--- src/rtl/qwp_pkg.sv ---
// Shared types and flag positions for the quad-word program sequencer.
package qwp_pkg;
    typedef enum logic [1:0] {
        SZ_BYTE = 2'd0,
        SZ_HALF = 2'd1,
        SZ_WORD = 2'd2,
        SZ_RSVD = 2'd3
    } acc_size_e;

    typedef enum logic [1:0] {
        OP_IDLE  = 2'd0,
        OP_PROG  = 2'd1,
        OP_EPAGE = 2'd2,
        OP_EALL  = 2'd3
    } op_e;

    localparam int F_EOP     = 0;
    localparam int F_OPERR   = 1;
    localparam int F_PROGERR = 2;
    localparam int F_WRPERR  = 3;
    localparam int F_PGAERR  = 4;
    localparam int F_SIZERR  = 5;
    localparam int F_PGSERR  = 6;
    localparam int N_FLAGS   = 7;

    localparam int WORD_W  = 32;
    localparam int LANES   = 4;
    localparam int QWORD_W = WORD_W * LANES;
endpackage

--- src/rtl/qwp_prot_check.sv ---
// Protection range check. Compares a program page and an erase page against
// N_AREAS inclusive page ranges. An area whose first page exceeds its last
// page is inactive. Purely combinational; assumes stable inputs per cycle.
module qwp_prot_check #(
    parameter int PW      = 7,
    parameter int N_AREAS = 2
) (
    input  logic [PW-1:0]         page_prog,
    input  logic [PW-1:0]         page_erase,
    input  logic [N_AREAS*PW-1:0] area_first,
    input  logic [N_AREAS*PW-1:0] area_last,
    output logic                  hit_prog,
    output logic                  hit_erase,
    output logic                  any_active
);
    logic [N_AREAS-1:0] act;
    logic [N_AREAS-1:0] in_prog;
    logic [N_AREAS-1:0] in_erase;

    for (genvar g = 0; g < N_AREAS; g++) begin : g_area
        logic [PW-1:0] lo;
        logic [PW-1:0] hi;
        assign lo          = area_first[g*PW +: PW];
        assign hi          = area_last[g*PW +: PW];
        // area is live only with an ordered range
        assign act[g]      = (lo <= hi);
        assign in_prog[g]  = act[g] && (page_prog >= lo) && (page_prog <= hi);
        assign in_erase[g] = act[g] && (page_erase >= lo) && (page_erase <= hi);
    end

    assign hit_prog   = |in_prog;
    assign hit_erase  = |in_erase;
    assign any_active = |act;
endmodule

--- src/rtl/qwp_wbuf.sv ---
// Quad-word write buffer. Gathers word writes into 128-bit storage, tracks
// the word count and the quad-word address taken from the first word.
// Assumes the controller never loads or drops while an operation runs.
module qwp_wbuf
    import qwp_pkg::*;
#(
    parameter int AW = 20
) (
    input  logic               clk,
    input  logic               rst_n,
    input  logic [AW-1:0]      wr_addr,
    input  logic [WORD_W-1:0]  wr_data,
    input  logic               load,
    input  logic               drop,
    input  logic               retire,
    input  logic               frozen,
    output logic               pending,
    output logic               last_word,
    output logic               align_ok,
    output logic [AW-5:0]      qaddr,
    output logic [QWORD_W-1:0] qdata,
    output logic [QWORD_W-1:0] merged
);
    localparam int QAW = AW - 4;
    localparam int CW  = $clog2(LANES);

    logic [CW-1:0]      cnt_q;
    logic [QAW-1:0]     qaddr_q;
    logic [QWORD_W-1:0] data_q;
    logic               pend_q;
    logic [CW-1:0]      lane;

    assign lane = wr_addr[3:2];

    // alignment rule for the word being offered now
    always_comb begin
        if (cnt_q == '0) align_ok = (wr_addr[3:0] == 4'h0);
        else             align_ok = (wr_addr[1:0] == 2'b00) && (wr_addr[AW-1:4] == qaddr_q);
    end

    // buffer contents with the offered word placed in its lane
    always_comb begin
        merged = (cnt_q == '0) ? '1 : data_q;
        merged[lane*WORD_W +: WORD_W] = wr_data;
    end

    // storage, count and pending state
    always_ff @(posedge clk) begin
        if (!rst_n) begin
            cnt_q   <= '0;
            qaddr_q <= '0;
            data_q  <= '1;
            pend_q  <= 1'b0;
        end else if (drop) begin
            cnt_q  <= '0;
            pend_q <= 1'b0;
        end else if (load) begin
            cnt_q  <= cnt_q + 1'b1;
            data_q <= merged;
            pend_q <= 1'b1;
            if (cnt_q == '0) qaddr_q <= wr_addr[AW-1:4];
        end else if (retire) begin
            pend_q <= 1'b0;
        end
    end

    assign pending   = pend_q;
    assign last_word = (cnt_q == CW'(LANES - 1));
    assign qaddr     = qaddr_q;
    assign qdata     = data_q;


    frozen_data_chk: assert property (@(posedge clk) disable iff (!rst_n)
        frozen |=> $stable(data_q) && $stable(qaddr_q));
endmodule

--- src/rtl/qwp_ctrl.sv ---
// Sequencer control. Judges each bus write and start pulse against the size,
// alignment, blank, protection and sequence rules, launches array commands,
// holds busy until the array's done pulse and keeps the sticky flags.
// Assumes arr_done is a single-cycle pulse given only while a request is high.
module qwp_ctrl
    import qwp_pkg::*;
#(
    parameter int PW = 7
) (
    input  logic               clk,
    input  logic               rst_n,
    input  logic               prog_en,
    input  logic               perase,
    input  logic               merase,
    input  logic [PW-1:0]      page_sel,
    input  logic               start_set,
    input  logic               eop_ie,
    input  logic               err_ie,
    input  logic               wr_valid,
    input  logic [1:0]         wr_size,
    input  logic [N_FLAGS-1:0] flag_clr,
    input  logic               buf_last,
    input  logic               buf_align_ok,
    input  logic               merged_zero,
    input  logic               arr_blank,
    input  logic               prot_prog_hit,
    input  logic               prot_erase_hit,
    input  logic               prot_any,
    input  logic               arr_done,
    output logic               busy,
    output logic               start_flag,
    output logic [N_FLAGS-1:0] flags,
    output logic               buf_load,
    output logic               buf_drop,
    output logic               buf_retire,
    output op_e                op,
    output logic [PW-1:0]      erase_page,
    output logic               irq_eop,
    output logic               irq_err
);
    logic               busy_q;
    logic               start_q;
    logic [N_FLAGS-1:0] flags_q;
    op_e                op_q;
    op_e                op_n;
    logic [PW-1:0]      page_q;
    logic [PW-1:0]      page_n;
    logic [N_FLAGS-1:0] set_f;
    logic               launch;
    logic               strt;
    logic               finish;

    assign finish = busy_q && arr_done;

    // request judgement and flag-set vector for this cycle
    always_comb begin
        set_f      = '0;
        buf_load   = 1'b0;
        buf_drop   = 1'b0;
        buf_retire = 1'b0;
        launch     = 1'b0;
        strt       = 1'b0;
        op_n       = op_q;
        page_n     = page_q;
        if (!busy_q) begin
            if (start_set) begin
                case ({perase, merase})
                    2'b10: begin
                        if (prot_erase_hit) set_f[F_WRPERR] = 1'b1;
                        else begin
                            launch = 1'b1;
                            strt   = 1'b1;
                            op_n   = OP_EPAGE;
                            page_n = page_sel;
                        end
                    end
                    2'b01: begin
                        if (prot_any) set_f[F_WRPERR] = 1'b1;
                        else begin
                            launch = 1'b1;
                            strt   = 1'b1;
                            op_n   = OP_EALL;
                        end
                    end
                    default: set_f[F_PGSERR] = 1'b1;
                endcase
            end else if (wr_valid && prog_en) begin
                if (wr_size != SZ_WORD) begin
                    set_f[F_SIZERR] = 1'b1;
                    buf_drop        = 1'b1;
                end else if (!buf_align_ok) begin
                    set_f[F_PGAERR] = 1'b1;
                    buf_drop        = 1'b1;
                end else if (!buf_last) begin
                    buf_load = 1'b1;
                end else if (prot_prog_hit) begin
                    set_f[F_WRPERR] = 1'b1;
                    buf_drop        = 1'b1;
                end else if (!arr_blank && !merged_zero) begin
                    set_f[F_PROGERR] = 1'b1;
                    buf_drop         = 1'b1;
                end else begin
                    buf_load = 1'b1;
                    launch   = 1'b1;
                    op_n     = OP_PROG;
                end
            end
        end else if (start_set || wr_valid) begin
            set_f[F_PGSERR] = 1'b1;
        end
        if (err_ie && (|set_f[F_PGSERR:F_PROGERR])) set_f[F_OPERR] = 1'b1;
        if (finish) begin
            if (eop_ie) set_f[F_EOP] = 1'b1;
            buf_retire = (op_q == OP_PROG);
            op_n       = OP_IDLE;
        end
    end

    // operation state: busy, start, opcode and erase page
    always_ff @(posedge clk) begin
        if (!rst_n) begin
            busy_q  <= 1'b0;
            start_q <= 1'b0;
            op_q    <= OP_IDLE;
            page_q  <= '0;
        end else begin
            busy_q  <= launch | (busy_q & ~arr_done);
            start_q <= strt | (start_q & ~finish);
            op_q    <= op_n;
            page_q  <= page_n;
        end
    end

    // sticky flags: clear by strobe, new events win
    always_ff @(posedge clk) begin
        if (!rst_n) flags_q <= '0;
        else        flags_q <= (flags_q & ~flag_clr) | set_f;
    end

    assign busy       = busy_q;
    assign start_flag = start_q;
    assign flags      = flags_q;
    assign op         = op_q;
    assign erase_page = page_q;
    assign irq_eop    = flags_q[F_EOP] & eop_ie;
    assign irq_err    = flags_q[F_OPERR] & err_ie;


    busy_fall_chk: assert property (@(posedge clk) disable iff (!rst_n)
        $fell(busy_q) |-> $past(arr_done));

    start_in_busy_chk: assert property (@(posedge clk) disable iff (!rst_n)
        start_q |-> busy_q);

    busy_reject_chk: assert property (@(posedge clk) disable iff (!rst_n)
        busy_q && (wr_valid || start_set) |=> flags_q[F_PGSERR] && busy_q);

    eop_enable_chk: assert property (@(posedge clk) disable iff (!rst_n)
        $rose(flags_q[F_EOP]) |-> $past(eop_ie));
endmodule

--- src/rtl/qw_prog_seq.sv ---
// Quad-word flash program sequencer top. Wires the write buffer, the
// protection check and the controller, and drives the array request lines.
// Assumes PAGE_SHIFT >= 4 so a page holds whole quad-words.
module qw_prog_seq
    import qwp_pkg::*;
#(
    parameter int AW         = 20,
    parameter int PAGE_SHIFT = 13,
    parameter int N_AREAS    = 2
) (
    input  logic                          clk,
    input  logic                          rst_n,
    input  logic                          ctl_prog,
    input  logic                          ctl_page_erase,
    input  logic                          ctl_mass_erase,
    input  logic [AW-PAGE_SHIFT-1:0]      ctl_page,
    input  logic                          ctl_start,
    input  logic                          ctl_eop_ie,
    input  logic                          ctl_err_ie,
    input  logic                          bus_wr_valid,
    input  logic [AW-1:0]                 bus_wr_addr,
    input  logic [31:0]                   bus_wr_data,
    input  logic [1:0]                    bus_wr_size,
    input  logic [N_AREAS*(AW-PAGE_SHIFT)-1:0] wp_first,
    input  logic [N_AREAS*(AW-PAGE_SHIFT)-1:0] wp_last,
    input  logic [6:0]                    sts_clear,
    output logic [6:0]                    sts_flags,
    output logic                          sts_busy,
    output logic                          sts_pending,
    output logic                          sts_start,
    output logic                          irq_eop,
    output logic                          irq_err,
    output logic                          arr_prog_req,
    output logic                          arr_page_erase_req,
    output logic                          arr_mass_erase_req,
    output logic [AW-5:0]                 arr_qaddr,
    output logic [127:0]                  arr_qdata,
    output logic [AW-PAGE_SHIFT-1:0]      arr_page,
    input  logic                          arr_blank,
    input  logic                          arr_done
);
    localparam int PW  = AW - PAGE_SHIFT;
    localparam int QAW = AW - 4;

    logic               buf_load, buf_drop, buf_retire;
    logic               buf_last, buf_align_ok, buf_pending;
    logic [QAW-1:0]     buf_qaddr;
    logic [QWORD_W-1:0] buf_qdata, buf_merged;
    logic               hit_prog, hit_erase, any_active;
    logic               busy;
    op_e                op;

    qwp_wbuf #(.AW(AW)) u_wbuf (
        .clk       (clk),
        .rst_n     (rst_n),
        .wr_addr   (bus_wr_addr),
        .wr_data   (bus_wr_data),
        .load      (buf_load),
        .drop      (buf_drop),
        .retire    (buf_retire),
        .frozen    (busy),
        .pending   (buf_pending),
        .last_word (buf_last),
        .align_ok  (buf_align_ok),
        .qaddr     (buf_qaddr),
        .qdata     (buf_qdata),
        .merged    (buf_merged)
    );

    qwp_prot_check #(.PW(PW), .N_AREAS(N_AREAS)) u_prot (
        .page_prog  (buf_qaddr[QAW-1 -: PW]),
        .page_erase (ctl_page),
        .area_first (wp_first),
        .area_last  (wp_last),
        .hit_prog   (hit_prog),
        .hit_erase  (hit_erase),
        .any_active (any_active)
    );

    qwp_ctrl #(.PW(PW)) u_ctrl (
        .clk            (clk),
        .rst_n          (rst_n),
        .prog_en        (ctl_prog),
        .perase         (ctl_page_erase),
        .merase         (ctl_mass_erase),
        .page_sel       (ctl_page),
        .start_set      (ctl_start),
        .eop_ie         (ctl_eop_ie),
        .err_ie         (ctl_err_ie),
        .wr_valid       (bus_wr_valid),
        .wr_size        (bus_wr_size),
        .flag_clr       (sts_clear),
        .buf_last       (buf_last),
        .buf_align_ok   (buf_align_ok),
        .merged_zero    (buf_merged == '0),
        .arr_blank      (arr_blank),
        .prot_prog_hit  (hit_prog),
        .prot_erase_hit (hit_erase),
        .prot_any       (any_active),
        .arr_done       (arr_done),
        .busy           (busy),
        .start_flag     (sts_start),
        .flags          (sts_flags),
        .buf_load       (buf_load),
        .buf_drop       (buf_drop),
        .buf_retire     (buf_retire),
        .op             (op),
        .erase_page     (arr_page),
        .irq_eop        (irq_eop),
        .irq_err        (irq_err)
    );

    // array request decode from the running operation
    always_comb begin
        arr_prog_req       = busy && (op == OP_PROG);
        arr_page_erase_req = busy && (op == OP_EPAGE);
        arr_mass_erase_req = busy && (op == OP_EALL);
    end

    assign sts_busy    = busy;
    assign sts_pending = buf_pending;
    assign arr_qaddr   = buf_qaddr;
    assign arr_qdata   = buf_qdata;


    req_onehot_chk: assert property (@(posedge clk) disable iff (!rst_n)
        $onehot0({arr_prog_req, arr_page_erase_req, arr_mass_erase_req}));

    pending_at_prog_chk: assert property (@(posedge clk) disable iff (!rst_n)
        arr_prog_req |-> sts_pending);
endmodule

--- config.mk ---
export PLATFORM = sky130hd
export DESIGN_NAME = qw_prog_seq
export DESIGN_NICKNAME = d
export VERILOG_FILES = /design/src/rtl/qwp_pkg.sv /design/src/rtl/qwp_prot_check.sv /design/src/rtl/qwp_wbuf.sv /design/src/rtl/qwp_ctrl.sv /design/src/rtl/qw_prog_seq.sv
export SDC_FILE = /design/constraint.sdc
export NUM_CORES = 1
export LEC_CHECK = 0
export ABC_CLOCK_PERIOD_IN_PS = 11800
export BUFFER_PORTS_ARGS = -buffer_cell sky130_fd_sc_hd__buf_2
export CORE_AREA = 4 4 140 142
export CTS_CLUSTER_SIZE = 24
export DETAILED_ROUTE_END_ITERATION = 7
export DIE_AREA = 0 0 144 146
export GPL_TIMING_DRIVEN = 0
export PLACE_DENSITY = 0.86
export SLEW_MARGIN = 0
export SYNTH_ARGS = -nofsm -noshare
export SYNTH_HDL_FRONTEND = slang
export SYNTH_HIERARCHICAL = 1
export SYNTH_SLANG_ARGS = --single-unit
--- constraint.sdc ---
create_clock -name clk -period 11.8 [get_ports clk]
set_input_delay 0.59 -clock clk [delete_from_list [all_inputs] [get_ports clk]]
set_output_delay 0.59 -clock clk [all_outputs]
set_load 0.02 [all_outputs]
==> run summary, run 1 <==
Routed signal wires occupy layers up through met4. Setup violations remaining at the end of the flow were counted as 0. STA puts the critical path data required time at 12.09 ns. The number of placed instances with taps included came out at 1957. For the post-layout instance count excluding filler cells, the log shows 1991.

Synthesis inferred 165 register bits. The run finished with clean final reports. Row generation in the floorplan step produced 50 rows. The tightest hold path in the finished design has a slack of 0.412 ns.

A synthesized cell averages 7.40 um2. Walking the worst path, the cells encountered are buf_2, inv_1, ha_1, clkbuf_1, clkbuf_1, nor2_1, a21oi_1, inv_1, nor4_1, nand4_1, or4_1, nor2_1, nor2_1, o21ai_0, nor3b_1, nand2b_1, buf_2, buf_2, clkbuf_1, nand2_1, o211ai_1. For this design the static power due to leakage is 5.84 nW. The first routing iteration left 1300 violations. The final estimated routing congestion in global placement is 0.982, and the share of layout cells above drive strength 1 is 20.7%. The time the worst path needs with I/O delays and setup came out at 5.47 ns.

Slowest library cell on the worst path: nor4_1. For the source-to-sink clock delay at the later pin of the worst-skew pair, the log shows 0.44 ns. The starting density of the core is 58.2%, and the layout-stage area growth over the synthesis result is 20.5%. The post-route cell area is 12900 um2, and the routed length per placed instance is 18.9 um. Buffers inserted to repair hold after CTS numbered 0. The highest fanout seen on the critical path was 10. The logs give 0 for the total congestion overflow after global routing and 12400 um2 for the area of placed instances. The number of max-cap violations came out at 0.

The endpoint type of the worst setup path is a register. The count of endpoints failing hold in the final timing report was 0; the count of flip-flops with a built-in enable after synthesis was 0. The first global-routing pass estimated 58200 um of wire. The max-slew violation count came out at 0.

The die covers 21000 um2. The overall die width was 144 um. The worst setup path is launched from an input port. Setup total negative slack on the finished layout was measured at 0 ns. The top flip-flop cell by instance count after synthesis is dfxtp_1. For this design, the sink count on the clock tree is 165.

The clock passes through at most 2 buffers. For the pin with the worst max-slew slack, the measured transition is 0.795 ns. Entering global routing, the biggest net connects 17 pins.

The routed length on met2 is 17300 um. The delay of the slowest cell on the worst path works out to 0.59 ns. The peak supply drop is 0.110 mV, and the mean number of vias per cell is 5.99. For the all-layer global routing usage, the log shows 34.6%. For this run, the detailed router's first-pass iteration total came to 6. The type of the tightest min-delay check was in -> reg. Initial antenna violation count: 2. Setup repair after global routing left no endpoint under its margin. The run gives 46.8% as the worst slew slack as a fraction of its limit. The async set-or-reset flop fraction in the synthesized netlist is 0%. The synthesized netlist occupies a cell area of 10700 um2. Static timing analysis puts the maximum clock frequency at 183 MHz. The run gives 4310 um as the routed length on met3. Signal arrival time at the worst endpoint: 5.76 ns. TritonCTS built the clock tree. The count of different cell masters after synthesis came out at 55. After detailed routing, the number of remaining DRC violations is 0. Buffers added to address setup during post-CTS repair amount to 0. For this block, the routed nets add up to 37700 um of wire. The final cell utilization of the core is 70.2%, and the count of input and output buffers is 272.

Synthesis produced a netlist whose cell count is 1451. The wire-length estimate of the detail-placed layout is 28800 um. The routed layout has 11918 vias. After detailed routing, the wire length on met1 is 14000 um. The cell sitting at the root of the clock tree is a clkbuf_16.

Dividing the final minimum period by the clock period gives 46.4%. For this run, the post-layout net count is 1928. The y dimension of the die was 146 um; the net count of the mapped netlist was 1637. Gates resized during post-CTS repair numbered 0. Power spread over the standard cell area amounts to 98.5 nW/um2.

The total area inside the core boundary comes to 18500 um2. TritonCTS created 17 clock buffers. The run gives 0 as the number of antenna-violating nets in the routed design. The via count of the first global-routing pass is 11334. For the final database, setup skew stands at 0.00893 ns. The run gives 4 as the level count of the clock H-tree.

After synthesis, flip-flops and latches occupy 30.7% of the total area. The clock-pin transition on the worst setup and hold timing paths works out to 0.06 ns. The class of the most critical setup path is in -> reg. During I/O placement, the number of pins put on the boundary was 273. During synthesis, Yosys emitted a total of 6 warnings.
## cell usage after synthesis, types with 7 or more instances
cell type	instances	share of area [%]
o21ai_0	38	1.8
nand2b_1	17	0.99
nand4_1	15	0.87
clkbuf_1	61	2.1
nor2_1	245	8.6
o21a_1	65	4.5
o211ai_1	81	5.7
xor2_1	13	1.1
nand2_1	201	7.0
buf_6	11	1.2
dfxtp_1	165	31
a21oi_1	59	2.7
a211oi_1	38	2.7
buf_2	19	0.89
a21boi_1	10	0.70
ha_1	79	9.2
a21o_1	39	2.7
nand3_1	9	0.42
inv_1	138	4.8
buf_4	8	0.56
mux2i_1	9	0.84
nor2b_1	7	0.41
o211ai_2	18	2.1
nor4_1	36	2.1
## worst paths after layout
kind,from,to,slack [ns],cells past startpoint
setup / recovery,bus_wr_addr[2],u_wbuf/qdata[67]$_SDFFE_PN1P_,6.33,21
setup reg to reg,u_wbuf/cnt_q[0]$_SDFFE_PP0P_,u_wbuf/qdata[67]$_SDFFE_PN1P_,6.35,22
hold / removal,bus_wr_addr[15],u_wbuf/qaddr[11]$_SDFFE_PN0P_,0.41,3
hold reg to reg,u_ctrl/flags[4]$_SDFF_PN0_,u_ctrl/flags[4]$_SDFF_PN0_,0.46,2
## cell type report
| cell class | count | area (um2) |
|---|---|---|
| diodes | 3 | 7.51 |
| inverters | 138 | 518 |
| flip-flops and latches | 165 | 3300 |
| fillers | 1532 | 5510 |
| clock buffers | 22 | 464 |
| multi-input cells | 1049 | 6410 |
| clock inverters | 9 | 80.1 |
| plain buffers | 99 | 508 |
| well taps | 234 | 293 |
| repair buffers | 272 | 1360 |
## per-layer routing
layer	up-vias	global-route usage, %
met5	-	0
met4	0	18.1
met3	150	8.41
met2	771	56.5
met1	5438	41.7
li1	5559	-
## worst max-delay path, delay by kind of cell
kind                       cells  cell delay, ns
AOI/OAI and AO/OA              3            0.49
adders and majority gates      1            0.15
buffers and inverters          8            1.83
and+or+nand+nor                9            2.70
## where the power goes
group          total, W  internal (W)  switching (W)
Sequential     0.000564      0.000561     0.00000302
Clock          0.000529      0.000298       0.000231
Combinational  0.000183     0.0000691       0.000114
Total           0.00128      0.000928       0.000347
## registers in the layout, indices dropped and copies added (netlist names)
register	count
u_wbuf/pending	1
u_wbuf/qdata	128
u_ctrl/flags	7
u_ctrl/start_flag	1
u_ctrl/busy	1
u_ctrl/erase_page	7
u_wbuf/qaddr	16
u_wbuf/cnt_q	2
u_ctrl/op	2
## cell usage in the layout (no fill, tap or decap), drive strengths merged, types with 39 or more instances in the layout
cell and count:
buf 310, nor2 245, nand2 201, dfxtp 165
inv 138, o211ai 99, clkbuf 83, ha 79
o21a 65, a21oi 59, o21ai 43, a211oi 40
a21o 39
## cells by family (layout without fill, tap and decap cells)
group                      Yosys count  count (layout)  share of synthesized area, %
DFF                                165             165                          30.7
other                                0               3                             0
and+or+nand+nor                    558             558                          22.6
AOI/OAI and AO/OA                  386             386                          25.7
muxes                                9               9                         0.839
adders and majority gates           79              79                          9.20
xor gates and xnor gates            17              17                          1.39
buffers and inverters              237             540                          9.55
## per-stage QoR
stage	setup slack, ns	power, W
2_1_floorplan	7.49	0.000683
3_3_place_gp	6.14	0.000746
3_5_place_dp	6.02	0.000753
4_1_cts	6.39	0.00128
5_1_grt	5.86	0.00132
6_report	6.33	0.00128
No activity file was read; power rests on OpenSTA's default activity.
==> run 2: changes to the inputs <==
ABC_AREA = 1   (was unset)
ABC_CLOCK_PERIOD_IN_PS = 5500   (was 11800)
CORE_AREA = 4 4 146 148   (was 4 4 140 142)
DIE_AREA = 0 0 150 152   (was 0 0 144 146)
PLACE_DENSITY = 0.8   (was 0.86)
clock period = 5.5 ns   (was 11.8 ns; I/O delays follow)
==> run 2 against run 1 <==
Effect of this change: non-clock buffer count down 8; worst setup slack got worse by 5.1 ns; sequential share of layout area shrank 0.48 points.
==> run summary, run 2 <==
The post-route clock period utilization is 77.8%, and the count of input and output buffers is 271 (was 272). The share of layout cells above drive strength 1 came out at 22.6% (was 20.7%). The tools report the met1 routing resource usage after global routing as 40.4% (was 41.7%). The type of the tightest min-delay check was in -> reg (unchanged). Max-slew violation count: 0 (unchanged). The power per unit of standard cell area is 220 nW/um2 (was 98.5 nW/um2), and the number of warnings printed during yosys synthesis is 6 (unchanged). The async set-or-reset flop fraction in the synthesized netlist is 0% (unchanged). The class of the most critical setup path is reg -> reg (was in -> reg). Main area contributors after synthesis: dfxtp_1, nand2_1, ha_1 (was dfxtp_1, ha_1, nor2_1). Leading cell types in the layout, fill and taps excluded: nand2_1, buf_2, o21ai_0 (was buf_2, nor2_1, nand2_1). The quantity of gates resized following cts was 0 (unchanged); the number of flip-flops under the largest register name was 128 (unchanged).

The tools report the global-route wire length before repair as 57600 um (was 58200 um). Most repeated cell in the gate-level netlist after synthesis: nand2_1 (was nor2_1). The worst path required time is 5.88 ns (was 12.09 ns). The final-stage net count was 2155 (was 1928); the count of different cell masters after synthesis was 36 (was 55). The total DRC errors in the routed layout is 0 (unchanged). The count of hold-fix buffers inserted at cts came out at 0 (unchanged). The cell accounting for the most synthesized area was dfxtp_1 (unchanged).

The layout-stage area growth over the synthesis result came out at 21.3% (was 20.5%). The tools report the maximum achievable frequency as 234 MHz. The run gives 0 ns (unchanged) as the accumulated negative setup slack.

The logs give 64.9% (was 46.8%) for the worst slew slack as a fraction of its limit and 1138 (was 1300) for the number of DRC violations after detailed-routing iteration 0. The final estimated routing congestion in global placement is 0.967 (was 0.982), and the floorplan core area is 20000 um2 (was 18500 um2). The tools report the worst setup skew after layout as 0.0134 ns (was 0.00893 ns).

For the largest net degree at the start of global routing, the log shows 18 (was 17). The tools report the level count of the clock H-tree as 4 (unchanged). The run gives 12457 (was 11918) as the via count. Setup repair after global routing left no endpoint under its margin. The endpoint type of the worst setup path is a register (unchanged).

The root buffer selected by CTS was clkbuf_16 (unchanged). The total setup violations reported at the end of the flow came out at 0 (unchanged). For the number of rows created at floorplan, the log shows 52 (was 50).

The tools report the number of max-cap violations as 0 (unchanged). The count of endpoints failing hold in the final timing report was 0 (unchanged); the average footprint of a synthesized cell was 6.48 um2 (was 7.40 um2). The initial antenna violation count was 2 (unchanged). The peak supply drop was 0.218 mV (was 0.110 mV). The via count of the first global-routing pass is 11395 (was 11334). The all-layer global routing usage is 31.0% (was 34.6%). Transition at the pin with the smallest max-transition slack: 0.526 ns (was 0.795 ns). The total clock sinks was 165 (unchanged).

The number of synthesized register bits was 165 (unchanged). The run gives 0 (unchanged) as the post-CTS repair timing setup buffer count. The run finished with clean final reports. The y dimension of the die came out at 152 um (was 146 um). The synthesized instance count was 1679 (was 1451); the signal arrival time at the worst endpoint was 4.66 ns (was 5.76 ns). The most frequent standard cell in the layout excluding fill and tap cells was nand2_1 (was buf_2). The iteration count of the initial detailed-routing pass is 6 (unchanged). The run gives 273 (unchanged) as the number of top-level pins.

The top flip-flop cell by instance count after synthesis is dfxtp_1 (unchanged). The portion of synthesized cell area occupied by the leading cell type came out at 30.4% (was 30.7%). The tools report the number of antenna-violating nets in the routed design as 0 (unchanged). The highest fanout seen on the critical path was 10 (unchanged); the static leakage power was 5.63 nW (was 5.84 nW).

The tools report the maximum buffer depth of the clock tree as 2 (unchanged). The routed length per placed instance works out to 16.4 um (was 18.9 um). The tools report the starting density of the core as 54.3% (was 58.2%). Routing layer with the top usage in global route: met2 (unchanged).

The count of flip-flops with a built-in enable after synthesis was 0 (unchanged); the routed wire length was 37000 um (was 37700 um). The floorplan die area was 22800 um2 (was 21000 um2); the mean number of vias per cell was 5.53 (was 5.99). Leading cell types by count after synthesis: nand2_1, o21ai_0, a21oi_1, dfxtp_1, nor2_1 (was nor2_1, nand2_1, dfxtp_1, inv_1, o211ai_1).

TritonCTS built the clock tree. The type of origin of the critical path is a register (was an input port). The final cell utilization of the core is 65.9% (was 70.2%). The logs give 28400 um (was 28800 um) for the half-perimeter wire length of the detailed placement result and 0 (unchanged) for the total congestion overflow after global routing. The logs give 0.44 ns (about the same) for the source-to-sink clock delay at the later pin of the worst-skew pair and 49.4% (was 56.5%) for the met2 track utilization from global routing. The global-route met3 utilization is 6.26% (was 8.41%), and the clock-pin transition on the worst setup and hold timing paths is 0.07 ns (was 0.06 ns).

Tightest hold margin: 0.0799 ns (was 0.412 ns). The run gives 17 (unchanged) as the CTS buffer count. The proportion of synthesized chip area in sequential cells is 30.4% (was 30.7%). The logs give 0 (was 3) for the antenna diode instance count and 1865 (was 1637) for the net count of the mapped netlist. The post-synth design cell area is 10900 um2 (was 10700 um2), and the time the worst path needs with I/O delays and setup is 4.28 ns. The overall die width was 150 um (was 144 um).
## run 2: cell types whose count changed in the layout (fill, tap and decap cells not counted), sizes merged, moves of 17 or more
cell    delta
nand2    +344
o21ai    +240
a21oi    +119
o211ai    -99
nor2      -91
o21a      -65
a211oi    -39
nor4      -37
a21o      -36
clkbuf    -33
buf       +21
nand2b    -17
## run 2: logic make-up after synthesis
| logic type | Yosys count | share of synthesized area [%] |
|---|---|---|
| AND/OR/NAND/NOR | 741 | 26.8 |
| AO/OA/AOI/OAI | 466 | 23.7 |
| flip-flops | 165 | 30.4 |
| adder cells (fa/ha/maj) | 79 | 9.08 |
| buffers and inverters | 228 | 10.1 |
## run 2: worst paths after layout
| path | from | end | slack [ns] | cells after the start |
|---|---|---|---|---|
| setup / recovery | u_wbuf/cnt_q[0]$_SDFFE_PP0P_ | u_wbuf/qdata[64]$_SDFFE_PN1P_ | 1.22 | 23 |
| hold / removal | sts_clear[0] | u_ctrl/flags[0]$_SDFF_PN0_ | 0.08 | 4 |
| setup reg to reg | u_wbuf/cnt_q[0]$_SDFFE_PP0P_ | u_wbuf/qdata[64]$_SDFFE_PN1P_ | 1.22 | 23 |
| hold reg to reg | u_ctrl/start_flag$_SDFF_PN0_ | u_ctrl/start_flag$_SDFF_PN0_ | 0.45 | 2 |
## run 2: per-stage QoR
step	cell area [um2]	instances	total power, W	worst slack, ns
2_1_floorplan	10900	1679	0.00151	2.19
3_3_place_gp	12600	2220	0.00164	1.16
3_5_place_dp	12600	2220	0.00165	1.10
4_1_cts	13200	2252	0.00291	1.39
5_1_grt	13200	2252	0.00301	1.00
6_report	13200	2252	0.00290	1.22
## run 2: area by class of cell
class	instances	area, um2
Clock inverter	14	186
Clock buffer	18	439
Sequential cell	165	3300
Tap cell	270	338
Fill cell	1873	6840
Multi-Input combinational cell	1286	6480
Timing Repair Buffer	271	1360
Inverter	136	514
Buffer	92	583
## run 2: routing by layer
layer | wire (um) | vias up
li1 | - | 6065
met1 | 14800 | 5607
met2 | 16700 | 687
met3 | 3860 | 94
met4 | 1570 | 4
met5 | 21 | -
## run 2: worst max-delay path, stage by stage (launching register included)
cell      delay, ns
dfxtp_1        0.35
inv_1          0.07
ha_1           0.28
buf_6          0.18
clkbuf_1       0.24
o21ai_0        0.26
o21ai_2        0.09
nor2_1         0.29
nand2_1        0.09
nor2_1         0.10
nand2_1        0.05
nor2_1         0.14
nand2_1        0.06
nor2_1         0.22
nor2_1         0.09
nor2_1         0.17
nor2_1         0.08
nor3_1         0.35
inv_2          0.13
nor2_4         0.16
buf_2          0.34
buf_2          0.30
nand2_1        0.11
nand2_1        0.06
## run 2: power by group
group	leakage, nW	total, W	switching (W)	internal (W)
Sequential	1.34	0.00121	0.00000705	0.00120
Combinational	4.00	0.000425	0.000280	0.000144
Clock	0.297	0.00127	0.000562	0.000704
==> run 3: changes to the inputs <==
ABC_CLOCK_PERIOD_IN_PS = 3580   (was 5500)
CORE_AREA = 4 4 155 157   (was 4 4 146 148)
DIE_AREA = 0 0 159 161   (was 0 0 150 152)
PLACE_DENSITY = 0.75   (was 0.8)
clock period = 3.58 ns   (was 5.5 ns; I/O delays follow)
==> run 3 against run 2 <==
Effect of this change: worst setup slack got worse by 1.1 ns; fmax rose by 23%; clock skew rose by 0.0076 ns; final area rose by 4.1%; critical endpoint is now u_wbuf/qdata[61]$_SDFFE_PN1P_; largest power group is now registers.
==> run summary, run 3 (same netlist as run 2, synthesis figures left out) <==
The routed length per placed instance is 16.5 um (was 16.4 um), and the via count of the first global-routing pass is 11172 (was 11395). The transition at the pin with the smallest max-transition slack is 0.701 ns (was 0.526 ns), and the number of max-cap violations is 0 (unchanged). The tools report the routed length on met2 as 17400 um (was 16700 um). Most frequent standard cell in the layout excluding fill and tap cells: nand2_1 (unchanged).

The number of rows created at floorplan was 55 (was 52). For the final estimated routing congestion in global placement, the log shows 0.945 (was 0.967). The logs give 5.77 nW (was 5.63 nW) for the static leakage power and 12384 (was 12457) for the via count.

The largest net degree at the start of global routing is 19 (was 18), and the total congestion overflow after global routing is 0 (unchanged). The endpoint type of the worst setup path is a register (unchanged). The count of input and output buffers was 271 (unchanged); the final-stage net count was 2167 (was 2155).

The run gives 0 (unchanged) as the count of endpoints failing hold in the final timing report. The class of the most critical setup path was reg -> reg (unchanged). The tools report the wire length on met1 as 15300 um (was 14800 um).

The number of top-level pins is 273 (unchanged). The run gives 165 (unchanged) as the total clock sinks. The overall die width came out at 159 um (was 150 um). The topmost layer with routed signal wires was met5 (unchanged). Setup repair after global routing could not meet its margin everywhere. The signal arrival time at the worst endpoint is 3.86 ns (was 4.66 ns). The flow ran to the end, and the final reports show no timing, DRC or antenna violations. Post-route clock period utilization: 97.3% (was 77.8%).

The type of the tightest min-delay check is in -> reg (unchanged). The number of DRC violations after detailed-routing iteration 0 was 1117 (was 1138); the all-layer global routing usage was 27.2% (was 31.0%). The run gives 0.227 mV (was 0.218 mV) as the peak supply drop. The tools report the tightest hold margin as 0.0320 ns (was 0.0799 ns).

Highest fanout seen on the critical path: 10 (unchanged). The tools report the maximum achievable frequency as 287 MHz (was 234 MHz). The tools report the iteration count of the initial detailed-routing pass as 5 (was 6). The run gives 4 (unchanged) as the level count of the clock H-tree. The run gives 0 (unchanged) as the number of antenna-violating nets in the routed design.

Post-layout instance count excluding filler cells: 2279 (was 2252). The clock-pin transition on the worst setup and hold timing paths came out at 0.07 ns (about the same). For the antenna diode instance count, the log shows 0 (unchanged). The logs give 0.0951 ns (was 1.22 ns) for the setup slack of the critical path after layout and -0.687 ns (was 1.10 ns) for the setup slack after placement.

The global-route wire length before repair was 57000 um (was 57600 um); the y dimension of the die was 161 um (was 152 um). Leading cell types in the layout, fill and taps excluded: nand2_1, buf_2, dfxtp_1 (was nand2_1, buf_2, o21ai_0). The routed wire length is 37600 um (was 37000 um), and the total DRC errors in the routed layout is 0 (unchanged). The post-route cell area is 13700 um2 (was 13200 um2), and the area of placed instances is 12600 um2 (about the same).

The number of flip-flops under the largest register name is 128 (unchanged). The tools report the source-to-sink clock delay at the later pin of the worst-skew pair as 0.44 ns (about the same). The tools report the root buffer selected by CTS as clkbuf_16 (unchanged). The worst setup skew after layout is 0.0211 ns (was 0.0134 ns), and the number of placed instances with taps included is 2235 (was 2220).

The layout-stage area growth over the synthesis result was 26.3% (was 21.3%). The CTS buffer count was 17 (unchanged). Max-slew violation count: 0 (unchanged). The mean number of vias per cell is 5.43 (was 5.53). The power per unit of standard cell area came out at 318 nW/um2 (was 220 nW/um2). The share of layout cells above drive strength 1 is 27.1% (was 22.6%). The time the worst path needs with I/O delays and setup was 3.48 ns (was 4.28 ns); the worst slew slack as a fraction of its limit was 53.3% (was 64.9%). The maximum buffer depth of the clock tree came out at 2 (unchanged). The half-perimeter wire length of the detailed placement result was 28600 um (was 28400 um); the starting density of the core was 48.4% (was 54.3%). The run gives 22500 um2 (was 20000 um2) as the floorplan core area. The tools report the floorplan die area as 25600 um2 (was 22800 um2).

The routed length on met3 is 3370 um (was 3860 um), and the initial antenna violation count is 1 (was 2). The type of origin of the critical path is a register (unchanged). TritonCTS built the clock tree. The logs give 3.96 ns (was 5.88 ns) for the worst path required time and 0 (unchanged) for the total setup violations reported at the end of the flow.
run 3: cell types whose count changed in the layout (fill, tap and decap cells not counted), sizes merged:
cell         change
inv              +1
bufinv           -2
clkbuf           -3
clkinv           +4
dlygate4sd3      +7
buf              +7
clkinvlp         -2
run 3: final cells by class:
class                           instances  area [um2]
Inverter                              136         517
Tap cell                              285         357
Multi-Input combinational cell       1286        6770
Sequential cell                       165        3310
Buffer                                 92         704
Fill cell                            2132        8770
Timing Repair Buffer                  283        1500
Clock buffer                           17         425
Clock inverter                         15         161
run 3: power by group:
part           switching [W]  total (W)  internal [W]  leakage, nW
Combinational       0.000441   0.000679      0.000238         4.14
Sequential         0.0000111    0.00186       0.00185         1.34
Clock               0.000898    0.00183      0.000935        0.286
Total                0.00135    0.00437       0.00302         5.77
run 3: final timing paths:
check	start	end	slack, ns	depth (start not counted)
worst max-delay path	u_wbuf/cnt_q[0]$_SDFFE_PP0P_	u_wbuf/qdata[61]$_SDFFE_PN1P_	0.1	23
worst min-delay path	ctl_eop_ie	u_ctrl/flags[0]$_SDFF_PN0_	0.03	3
worst max register to register	u_wbuf/cnt_q[0]$_SDFFE_PP0P_	u_wbuf/qdata[61]$_SDFFE_PN1P_	0.1	23
worst min register to register	u_ctrl/flags[5]$_SDFF_PN0_	u_ctrl/flags[5]$_SDFF_PN0_	0.46	2
run 3: critical path, cell delays in order (launching register included):
cell       delay, ns
dfxtp_2         0.35
inv_2           0.05
ha_4            0.19
clkbuf_16       0.17
buf_4           0.18
o21ai_0         0.17
o21ai_1         0.11
nor2_1          0.15
nand2_1         0.08
nor2_1          0.10
nand2_1         0.07
nor2_2          0.12
nand2_2         0.09
nor2_4          0.14
nor2_1          0.07
nor2_2          0.14
nor2_2          0.06
nor3_2          0.20
inv_2           0.09
nor2_4          0.19
buf_4           0.26
buf_2           0.25
nand2_1         0.10
nand2_1         0.06
run 3: per-layer routing:
layer	up-vias	track usage (%)
li1	6087	-
met1	5613	34.5
met2	582	44.8
met3	100	5.87
met4	2	12.2
met5	-	0
run 3: timing repair:
item | CTS | global route
gates cloned | 0 | 2
buffers inserted | 1 | 2
hold buffers | 7 | 0
endpoints found under the hold margin | 6 | 0
pin swaps | 1 | 28
setup endpoints to repair | 144 | 146
resized for setup | 25 | 210
run 3: per-stage QoR:
step	utilization [%]	setup TNS [ns]	total power, W
detailed placement	56.0	-90.87	0.00253
global placement	56.0	-92.79	0.00252
floorplan	-	0	0.00232
finish	61.0	0	0.00437
CTS	59.0	0	0.00436
global route	61.0	-1.04	0.00453
